File: src/rtl/conv_search_ctrl.sv
module conv_search_ctrl #(
  parameter int N = 8
) (
  input  logic         clk,
  input  logic         rst_n,
  input  logic         start_i,
  input  logic         mode_i,
  input  logic         cmp_i,
  output logic [N-1:0] dac_code_o,
  output logic         busy_o,
  output logic         done_o,
  output logic [N-1:0] result_o
);

  localparam logic [N-1:0] TOP  = {1'b1, {(N-1){1'b0}}};
  localparam logic [N-1:0] ONES = '1;
  localparam int           LW   = N + 1;

  logic         busy_q, sar_q, done_q;
  logic [N-1:0] code_q, trial_q, res_q;

  logic [N-1:0] kept;
  logic         sar_last, ramp_end, finish;
  logic [N-1:0] final_code;

  assign kept       = cmp_i ? code_q : (code_q & ~trial_q);
  assign sar_last   = trial_q[0];
  assign ramp_end   = !cmp_i || (code_q == ONES);
  assign finish     = busy_q && (sar_q ? sar_last : ramp_end);
  assign final_code = sar_q ? kept : code_q;

  always_ff @(posedge clk or negedge rst_n) begin
    if (!rst_n) begin
      busy_q  <= 1'b0;
      sar_q   <= 1'b0;
      done_q  <= 1'b0;
      code_q  <= '0;
      trial_q <= '0;
      res_q   <= '0;
    end else begin
      done_q <= 1'b0;
      if (!busy_q) begin
        if (start_i) begin
          busy_q  <= 1'b1;
          sar_q   <= mode_i;
          code_q  <= mode_i ? TOP : '0;
          trial_q <= TOP;
        end
      end else if (finish) begin
        busy_q <= 1'b0;
        done_q <= 1'b1;
        res_q  <= final_code;
      end else if (sar_q) begin
        code_q  <= kept | (trial_q >> 1);
        trial_q <= trial_q >> 1;
      end else begin
        code_q <= code_q + 1'b1;
      end
    end
  end

  assign dac_code_o = code_q;
  assign busy_o     = busy_q;
  assign done_o     = done_q;
  assign result_o   = res_q;

  logic [LW-1:0] len_q;
  always_ff @(posedge clk or negedge rst_n) begin
    if (!rst_n)                 len_q <= '0;
    else if (!busy_q && start_i) len_q <= '0;
    else if (busy_q)            len_q <= len_q + 1'b1;
  end

  AST_DONE_AT_BUSY_FALL: assert property (@(posedge clk) disable iff (!rst_n)
    done_o |-> (!busy_o && $past(busy_o)));
  AST_DONE_ONE_CYCLE: assert property (@(posedge clk) disable iff (!rst_n)
    done_o |=> !done_o);
  AST_RESULT_HOLD: assert property (@(posedge clk) disable iff (!rst_n)
    !done_o |-> $stable(result_o));
  AST_SAR_TOP_FIRST: assert property (@(posedge clk) disable iff (!rst_n)
    ($rose(busy_o) && sar_q) |-> (dac_code_o == TOP));
  AST_SAR_LENGTH: assert property (@(posedge clk) disable iff (!rst_n)
    (done_o && sar_q) |-> (len_q == LW'(N)));
  AST_RAMP_ZERO: assert property (@(posedge clk) disable iff (!rst_n)
    ($rose(busy_o) && !sar_q) |-> (dac_code_o == '0));
  AST_RAMP_STEP: assert property (@(posedge clk) disable iff (!rst_n)
    (busy_o && $past(busy_o) && !sar_q) |-> (dac_code_o == $past(dac_code_o) + 1'b1));

endmodule

File: config.mk
export PLATFORM = sky130hd
export DESIGN_NAME = conv_search_ctrl
export DESIGN_NICKNAME = d
export VERILOG_FILES = /design/src/rtl/conv_search_ctrl.sv
export SDC_FILE = /design/constraint.sdc
export NUM_CORES = 1
export LEC_CHECK = 0
export BUFFER_PORTS_ARGS = -buffer_cell sky130_fd_sc_hd__buf_2
export CORE_MARGIN = 2
export CORE_UTILIZATION = 50
export DETAILED_ROUTE_END_ITERATION = 7
export PLACE_DENSITY_LB_ADDON = 0.25
export SETUP_SLACK_MARGIN = 0.05
export SLEW_MARGIN = 0
export SYNTH_ARGS = -nofsm -noshare
export SYNTH_HDL_FRONTEND = slang
export SYNTH_SLANG_ARGS = --single-unit
File: constraint.sdc
create_clock -name clk -period 1.6 [get_ports clk]
set_input_delay 0.4 -clock clk [delete_from_list [all_inputs] [get_ports clk]]
set_output_delay 0.4 -clock clk [all_outputs]
set_load 0.1 [all_outputs]
Yosys cells after proc, flatten, opt, wreduce, memory -nomap -nowiden
Index checks and enable logic that the tools add are counted.
{"block": "totals", "reg_bits": 27, "out_inout_bits": 18}
{"block": "op_classes", "n_addsub": 1, "eq_ne": 3, "mux": 17, "bitwise": 4, "n_reduce_logical": 8}
{"op": "8-bit two-way mux", "n": 11}
{"op": "8-bit by 1-bit adder with 8-bit output (second input constant)", "n": 1}
{"op": "8-bit bitwise AND", "n": 1}
{"op": "8-bit equality test (second input constant)", "n": 1}
{"op": "8-bit NOT", "n": 1}
{"op": "8-bit by 7-bit OR with 8-bit output", "n": 1}
{"op": "1-bit two-way mux", "n": 6}
{"op": "2-bit AND reduction", "n": 3}
{"op": "3-bit AND reduction", "n": 1}
{"op": "2-bit by 1-bit != test with 1-bit output (second input constant)", "n": 1}
{"op": "2-bit != test (second input constant)", "n": 1}
{"op": "2-bit nonzero test", "n": 1}
{"op": "1-bit logical AND", "n": 1}
{"op": "1-bit logical NOT", "n": 1}
{"op": "1-bit logical OR", "n": 1}
{"op": "1-bit NOT", "n": 1}

Logic depth before layout (Yosys ltp)
Gate-level depths: netlist of run 1.
{"block": "logic_depth", "ltp_word": 7, "mapped_depth": 6, "mapped_depth_nobuf": 6}

Worst setup path after synthesis of run 1
No wires, ideal clock.
{"block": "synth_path", "kind": "register to register", "start": "register code_q[0], in the netlist dac_code_o[0]", "end": "register res_q[0], in the netlist result_o[0]", "arrival_ps": 2360, "required_ps": 1475, "slack_ps": -885, "path_stages_with_launch": 6, "n_path_buf": 0, "period_less_slack_ps": 2485, "cell_sequence": "dfrtp_1 > ha_1 > nand4_1 > o21a_1 > nor2_2 > mux2_2"}
{"block": "synth_via", "elab_chain_cells": 5, "word_cells_on_any_way": 8}
{"element": "from (decl)", "line": "20", "text": "logic [N-1:0] code_q, trial_q, res_q;"}
{"element": "from (signal assigned)", "line": "46", "text": "code_q <= mode_i ? TOP : '0;"}
{"element": "from (signal assigned)", "line": "54", "text": "code_q <= kept | (trial_q >> 1);"}
{"element": "from (signal assigned)", "line": "57", "text": "code_q <= code_q + 1'b1;"}
{"element": "8-bit equality test", "line": "28", "text": "assign ramp_end = !cmp_i || (code_q == ONES);"}
{"element": "1-bit logical OR", "line": "28"}
{"element": "1-bit two-way mux", "line": "29", "text": "assign finish = busy_q && (sar_q ? sar_last : ramp_end);"}
{"element": "1-bit logical AND", "line": "29"}
{"element": "2-bit AND reduction (no line)"}
{"element": "to (signal assigned)", "line": "52", "text": "res_q <= final_code;"}
{"element": "to (decl)", "line": "20"}
Several ways; a longest one is shown, not always the timed one.
A chain may end at the register's enable or synchronous reset.

Final worst setup path of run 1
{"block": "layout_path", "start": "register code_q[0], in the netlist dac_code_o[0]", "end": "register code_q[1], in the netlist dac_code_o[1]"}
{"block": "layout_via", "elab_chain_cells": 6, "word_cells_on_any_way": 10}
{"element": "branches (longest 6 deep; another with 8-bit by 1-bit adder with 8-bit output)"}
Several ways; the timed one is not identified. The select of a mux whose other input is x is not followed.

==> results of run 1 <==
==> routing by layer <==
metal  wire, um  vias to the layer above  GRT usage [%]
met4        132                        0          11.69
li1           -                      664              -
met2       2354                       98          46.83
met1       1810                      729          37.90
met3        414                       17          4.148
met5          0                        -              0
==> layout by cell type, fill, tap and decap left out, drive strengths merged, types with 2 or more instances in the layout <==
cell type  synthesis  routed
o31ai              5       5
a32o               5       5
nor3               2       2
nor2               7       7
mux2i              5       5
dfrtp             27      27
buf                4      55
and2b              3       3
a211o              2       2
a21oi              5       5
o22a               2       2
nand2b             3       3
a221oi             2       2
nand3              5       5
nand2             14      14
o21ai              8       8
a21boi             6       6
inv                9       9
mux2               9       9
o22ai              6       6
clkbuf             3       8
a31oi              2       2
==> worst reg2reg max path, stage by stage, from the launching register on <==
cell and delay [ns]:
dfrtp_4 0.54, ha_4 0.18, nand4_1 0.12, o21a_2 0.20, o22ai_4 0.11, inv_2 0.12, mux2_2 0.34
==> final cells by class <==
| type | count | area, um2 |
|---|---|---|
| multi-input combinational | 103 | 845.8 |
| fill | 194 | 765.7 |
| sequential | 27 | 704.4 |
| timing repair buffer | 59 | 556.8 |
| tap | 33 | 41.29 |
| inverter | 10 | 37.54 |
| clock buffer | 4 | 26.28 |
==> how the worst min path moves through the flow <==
| stage | to | cells after the start |
|---|---|---|
| 2_1_floorplan | dac_code_o[4]$_DFFE_PN0P_ | 0 |
| 3_3_place_gp | busy_o$_DFF_PN0_ | 1 |
| 3_5_place_dp | busy_o$_DFF_PN0_ | 1 |
| 4_1_cts | result_o[6]$_DFFE_PN0P_ | 1 |
| 5_1_grt | busy_o$_DFF_PN0_ | 1 |
| 6_report | busy_o$_DFF_PN0_ | 1 |
==> state kept, by name (all words and copies together), names as in the netlist <==
signal,flops
dac_code_o,8
done_o,1
busy_o,1
trial_q,8
sar_q,1
result_o,8
==> cells by family (layout without fill, tap and decap cells) <==
family / Yosys count / after routing / share of synthesized area [%]
AND/OR/NAND/NOR: 39 / 39 / 13.41
adder cells (fa/ha/maj): 1 / 1 / 0.8222
AO/OA/AOI/OAI: 49 / 49 / 24.67
flip-flops: 27 / 27 / 44.41
buffers and inverters: 17 / 73 / 6.743
multiplexers: 14 / 14 / 9.951
==> through the flow <==
stage	TNS, ns	cells	hold WS (ns)	utilization, %
finish	-1.267	236	0.05873	74.29
global route	-2.357	236	0.07377	74.29
CTS	-0.5009	233	0.07171	72.02
detailed placement	-0.9986	219	0.4482	65.55
global placement	-0.5172	219	0.4331	65.55
floorplan	-3.394	147	0.1044	-
==> repair_timing <==
item | in CTS | in global routing
resized for setup | 21 | 12
pin swaps | 8 | 4
setup buffers | 10 | 4
setup endpoints to repair | 26 | 27
==> results.yml, run 1 <==
status:
  status: "complete, but fails checks"
  violations: "setup timing"
sta:
  setup_violations: 16
  relSlewSlack_pct: 59.43
  rsz0062_at_grt: "yes"
  worstMarginPinSlew_ns: 0.6085
  period_minus_slack_ns: 1.716
  fmax_ghz: 0.5827
  slew_viol_final: 0
  hold_viol: 0
  worst_slack_ns: -0.1163
  fin_skew_ns: 0.001486
  period_share_pct: 107.3
setup_path:
  arrival_ns: 1.95
  rr_startpoint: "dac_code_o[0]$_DFFE_PN0P_"
  r2r_slack_ns: -0.12
  critical_path.top_delay_family: "flip-flops"
  critPathLaunchType: "flop"
  crit_path_top_delay_cell: "dfrtp_4"
  crit_start: "dac_code_o[0]$_DFFE_PN0P_"
  cp_num_cells: 6
  cp-end-kind: "flop"
  timing.reg2reg.worst_path_depth: 6
  crit_path_end: "dac_code_o[1]$_DFFE_PN0P_"
  worstPathCellList: "ha_4, nand4_1, o21a_2, o22ai_4, inv_2, mux2_2"
  slowest_delay_ns: 0.54
  cp_num_buf_inv: 1
  worstPathMaxFanout: 4
  rr_endpoint: "dac_code_o[1]$_DFFE_PN0P_"
  path_class: "reg -> reg"
  required_ns: 1.83
floorplanning:
  rows: 20
  core_mm2: 0.002978
  initial_core_util_pct: 51.09
  die_x_um: 59.16
  ioPinCount: 23
  dieArea_mm2: 0.003500
  die_height_um: 59.16
cts:
  root_buffer: "clkbuf_4"
  numCtsBuffers: 3
  postCtsHoldBufs: 0
  cts_buffer_depth: 2
  htreeDepth: 1
  clk_latency_ns: 0.33
  clk_pin_slew_worst_paths_ns: 0.14
  cts_tree: "built"
  numClockSinks: 27
final_layout:
  fin_area_mm2: 0.002212
  n_antenna_cell: 0
  drive_above_1_share_pct: 48.77
  layout.nets: 210
  area_growth_pct: 45.39
global_route:
  grt_pass1_vias: 1544
  grt_pass1_wl_um: 7431
  grt_max_degree: 28
  grt_overflow: 0
  antenna_found_initial: 0
  track_usage_pct: 28.56
yosys:
  syn-cell-area_mm2: 0.001521
  synth_cells: 147
  synth-edff-count: 0
  synth_nets: 153
  yosysTopAreaCell: "dfrtp_1"
  async_flop_share_pct: 100.0
  ys_seq_elements: 27
  yosysSeqAreaShare_pct: 44.41
  synth_top_cells_by_area: "dfrtp_1, mux2_2, nand2_1, a32o_1, mux2i_1"
  yosysUniqueCellTypes: 43
  synth_top_area_share_pct: 44.41
  synth_flop_cell: "dfrtp_1"
  synth_most_common_cell: "dfrtp_1"
  synth_common_cells: "dfrtp_1, nand2_1, inv_1, mux2_2, o21ai_0"
  syn_avg_cell_area_um2: 10.35
  yosysWarningCount: 0
drt:
  drt-pass1-iter-count: 4
  drc: 0
  drt-vias-per-instance: 6.390
  ant_nets: 0
  vias: 1508
  drtIter0Drc: 138
  finalWirelength_um: 4711
  wire_per_inst_um: 19.96
job:
  cap_violations: 0
worst_hold_path:
  hold_class: "in -> async"
placement:
  pre_cts_ws_ns: -0.1200
  portBuffers: 22
  post-dp-hpwl_um: 3018
  placed_area_mm2: 0.001952
  place.gp.congestion: 0.9548
Power of run 1 is not shown: default switching activity piles up to over one toggle a cycle in this logic, so the estimate is an artifact.
==> run 2: changes to the inputs <==
Settings changed: CORE_UTILIZATION 50 to 46.
Clock period 1.6 ns to 2.21 ns, I/O delays scaled along.
==> run 2 against run 1 <==
The run now ends clean. First-iteration DRC count shrank 42%. Via count is 17% lower. Hold slack better by 0.15 ns. Clock skew is 0.0053 ns higher. Register-to-register slack gained 0.38 ns. Non-clock buffer count shrank 32. Routed wire length fell by 24%. Worst setup slack improved by 0.27 ns. Die area up 8.1%. Clock-buffer cell count decreased by 1. Final cell count down 8.9%. Critical endpoint is now busy_o.
==> results.yml, run 2 (same netlist as run 1, synthesis figures left out) <==
setup_path:
  worstPathMaxFanout: 21
  required_ns: 1.66
  rr_endpoint: "dac_code_o[5]$_DFFE_PN0P_"
  rr_startpoint: "dac_code_o[0]$_DFFE_PN0P_"
  timing.reg2reg.worst_path_depth: 5
  path_class: "reg -> out"
  crit_path_top_delay_cell: "dfrtp_2"
  arrival_ns: 1.50
  cp-end-kind: "output pin"
  cp_num_buf_inv: 1
  worstPathCellList: "buf_2"
  cp_num_cells: 1
  critical_path.top_delay_family: "flip-flops"
  r2r_slack_ns: 0.26
  critPathLaunchType: "flop"
  slowest_delay_ns: 0.65
sta:
  tns_ns: 0
  period_minus_slack_ns: 2.052
  worstMarginPinSlew_ns: 0.6038
  slew_viol_final: 0
  fmax_ghz: 0.4873
  relSlewSlack_pct: 59.32
  setup_violations: 0
  period_share_pct: 92.85
  rsz0062_at_grt: "no"
  hold_viol: 0
  fin_skew_ns: 0.006833
floorplanning:
  ioPinCount: 23
  initial_core_util_pct: 49.03
  core_mm2: 0.003103
  die_height_um: 61.51
  rows: 20
  die_x_um: 61.51
  dieArea_mm2: 0.003783
global_route:
  grt_overflow: 0
  track_usage_pct: 20.82
  grt_pass1_vias: 1165
  grt_max_degree: 28
  antenna_found_initial: 0
  grt_pass1_wl_um: 5720
drt:
  finalWirelength_um: 3588
  drc: 0
  vias: 1251
  drt-pass1-iter-count: 4
  drt-vias-per-instance: 5.819
  ant_nets: 0
  drtIter0Drc: 80
  wire_per_inst_um: 16.69
placement:
  portBuffers: 22
  placed_area_mm2: 0.001669
  post-dp-hpwl_um: 2450
  place.gp.congestion: 0.9009
cts:
  postCtsHoldBufs: 0
  cts_tree: "built"
  numCtsBuffers: 3
  numClockSinks: 27
  clk_latency_ns: 0.33
  post_cts_resized: 0
  cts_buffer_depth: 2
  clk_pin_slew_worst_paths_ns: 0.15
  postCtsSetupBuffers: 0
  root_buffer: "clkbuf_4"
  htreeDepth: 1
final_layout:
  final_common_cell: "buf_2"
  fin_area_mm2: 0.001697
  area_growth_pct: 11.51
  n_antenna_cell: 0
  layout.nets: 178
  drive_above_1_share_pct: 33.33
  final_cell_mix: "buf_2, dfrtp_1, nand2_1"
worst_hold_path:
  hold_class: "in -> async"
job:
  cap_violations: 0
status:
  status: "finished, final reports clean"
-- run 2: cell count changes in the layout (fill, tap and decap cells not counted), moves of 7 or more --
cell and delta:
dfrtp_4 -7, buf_4 -30, mux2_4 -7, buf_2 +17, mux2_2 +7, buf_6 -7, buf_12 -8
-- run 2: metrics by stage --
stage	cells	utilization [%]	setup WS, ns	hold slack [ns]
5_1_grt	215	54.68	0.1040	0.2357
2_1_floorplan	147	-	0.06846	0.2569
4_1_cts	215	54.68	0.1741	0.2149
3_3_place_gp	211	53.79	0.2754	0.4851
6_report	215	54.68	0.1580	0.2074
3_5_place_dp	211	53.79	0.2785	0.4906
-- run 2: area by class of cell --
cell class | count | area (um2)
inverter | 10 | 37.54
clock inverter | 1 | 5.005
timing repair buffer | 27 | 147.6
clock buffer | 3 | 22.52
fill | 317 | 1406
multi-input combinational | 103 | 743.2
tap | 44 | 55.05
sequential | 27 | 685.7
-- run 2: worst max-delay path by stage --
stage / to / from / slack [ns]
4_1_cts: busy_o / busy_o$_DFF_PN0_ / 0.17
5_1_grt: busy_o / busy_o$_DFF_PN0_ / 0.10
2_1_floorplan: result_o[0]$_DFFE_PN0P_ / dac_code_o[1]$_DFFE_PN0P_ / 0.07
6_report: busy_o / busy_o$_DFF_PN0_ / 0.16
3_5_place_dp: dac_code_o[7]$_DFFE_PN0P_ / cmp_i / 0.28
3_3_place_gp: dac_code_o[7]$_DFFE_PN0P_ / cmp_i / 0.28
-- run 2: routing by layer --
layer / wire length, um / vias up / track usage [%] / part of all wire [%]
met3: 233 / 9 / 2.521 / 6.5
li1: - / 594 / - / -
met1: 1692 / 589 / 31.35 / 47
met2: 1579 / 59 / 29.77 / 44
met4: 83 / 0 / 9.422 / 2.3
met5: 0 / - / 0 / 0
-- run 2: worst register-to-register path: cells and delay by family, from the launching register on --
family	cells	cell delay, ns
DFF	1	0.45
adders and majority gates	1	0.25
AOI/OAI and AO/OA	2	0.81
and+or+nand+nor	2	0.34
Power of run 2 is left out for the same reason.
==> run 3: changes to the inputs <==
Settings changed: CORE_UTILIZATION 46 to 34, REMOVE_ABC_BUFFERS set to 1.
==> run 3 against run 2 <==
Register-to-register slack is essentially flat. Global-route usage decreased by 4.9 points. Highest routed layer unchanged. Design area grew 2.2%. Via count is 3.2% higher. Critical endpoint is now dac_code_o[1]$_DFFE_PN0P_. Critical path depth rose by 5. Non-clock buffer count rose by 2. Hold slack improved by 0.079 ns. Worst setup slack improved by 0.10 ns.
==> results.yml, run 3 (same netlist as run 1, synthesis figures left out) <==
cts:
  htreeDepth: 1
  root_buffer: "clkbuf_8"
  cts_buffer_depth: 2
  numClockSinks: 27
  clk_pin_slew_worst_paths_ns: 0.09
  cts_tree: "built"
  clk_latency_ns: 0.27
  postCtsSetupBuffers: 0
  numCtsBuffers: 3
floorplanning:
  core_mm2: 0.004324
  ioPinCount: 23
  rows: 24
  initial_core_util_pct: 35.19
  die_x_um: 70.90
  dieArea_mm2: 0.005026
  die_height_um: 70.90
global_route:
  grt_max_degree: 28
  grt_pass1_wl_um: 6341
  antenna_found_initial: 0
  grt_overflow: 0
  grt_pass1_vias: 1255
  track_usage_pct: 15.89
final_layout:
  area_growth_pct: 13.98
  n_antenna_cell: 0
  layout.nets: 180
  final_common_cell: "dfrtp_1"
  final_cell_mix: "dfrtp_1, buf_2, nand2_1"
  fin_util_pct: 40.10
  fin_area_mm2: 0.001734
  drive_above_1_share_pct: 28.90
drt:
  drt-vias-per-instance: 5.738
  drtIter0Drc: 90
  drt-pass1-iter-count: 4
  wire_per_inst_um: 16.72
  drc: 0
  finalWirelength_um: 3761
  vias: 1291
  ant_nets: 0
placement:
  placed_area_mm2: 0.001684
  portBuffers: 22
  post-dp-hpwl_um: 2776
  place.gp.congestion: 0.8439
sta:
  period_minus_slack_ns: 1.950
  setup_violations: 0
  slew_viol_final: 0
  fmax_ghz: 0.5128
  relSlewSlack_pct: 58.30
  worstMarginPinSlew_ns: 0.6255
  hold_viol: 0
  fin_skew_ns: 0.003924
  period_share_pct: 88.24
  rsz0062_at_grt: "no"
setup_path:
  worstPathMaxFanout: 7
  slowest_delay_ns: 0.46
  path_class: "reg -> reg"
  critPathLaunchType: "flop"
  cp-end-kind: "flop"
  required_ns: 2.37
  crit_path_top_delay_cell: "dfrtp_1"
  arrival_ns: 2.11
  cp_num_buf_inv: 1
  worstPathCellList: "ha_1, nand4_1, o21a_1, o22ai_4, inv_1, mux2_2"
  critical_path.top_delay_family: "compound AO/OA/AOI/OAI gates"
worst_hold_path:
  hold_class: "in -> async"
status:
  status: "finished, final reports clean"
job:
  cap_violations: 0
-- run 3: cell count changes in the layout (fill, tap and decap cells not counted) --
cell	change
clkbuf_1	+1
clkbuf_4	-3
o21ai_0	-1
nor2_4	+1
clkbuf_8	+3
buf_4	+2
o21ai_1	+1
dfrtp_2	-8
dfrtp_1	+8
nor2_2	-1
clkinv_2	-1
-- run 3: final timing paths --
kind	startpoint	endpoint	slack (ns)	cells after the start
max	dac_code_o[0]$_DFFE_PN0P_	dac_code_o[1]$_DFFE_PN0P_	0.26	6
min reg2reg	result_o[4]$_DFFE_PN0P_	result_o[4]$_DFFE_PN0P_	0.51	1
min in group clk	result_o[4]$_DFFE_PN0P_	result_o[4]$_DFFE_PN0P_	0.51	1
min	rst_n	dac_code_o[5]$_DFFE_PN0P_	0.29	1
max reg2reg	dac_code_o[0]$_DFFE_PN0P_	dac_code_o[1]$_DFFE_PN0P_	0.26	6
max in group asynchronous	rst_n	dac_code_o[0]$_DFFE_PN0P_	1.52	1
-- run 3: cell type report --
cell class,count,area [um2]
Tap cell,52,65.06
Sequential cell,27,675.6
Timing Repair Buffer,29,162.7
Fill cell,462,2590
Inverter,10,37.54
Multi-Input combinational cell,103,748.2
Clock buffer,4,45.04
-- run 3: stage by stage --
| step | setup TNS [ns] | hold WS (ns) | instances | setup slack, ns |
|---|---|---|---|---|
| after floorplan | -4.572 | 0.2569 | 140 | -0.4819 |
| after global placement | 0 | 0.4894 | 221 | 0.2669 |
| after detailed placement | 0 | 0.4954 | 221 | 0.1915 |
| after CTS | 0 | 0.3100 | 225 | 0.1764 |
| after global routing | 0 | 0.3218 | 225 | 0.1044 |
| final | 0 | 0.2868 | 225 | 0.2599 |
-- run 3: repair_timing --
item	CTS	global route
hold buffers	0	0
resized for setup	0	2
setup endpoints to repair	0	12
-- run 3: per-layer routing --
metal / GRT usage, % / vias up / part of all wire [%]
met5: 0 / - / 0
met3: 3.846 / 4 / 8.7
met4: 3.354 / 0 / 0.96
met1: 22.47 / 630 / 45
met2: 24.92 / 55 / 45
li1: - / 602 / -
-- run 3: worst reg2reg max path: cells and delay by family, from the launching register on --
kind            cells  cell delay (ns)
flops               1             0.46
simple gates        1             0.14
fa+ha+maj           1             0.28
buf+inv             1             0.15
compound gates      2             0.54
mux                 1             0.29
Power of run 3 is left out for the same reason.
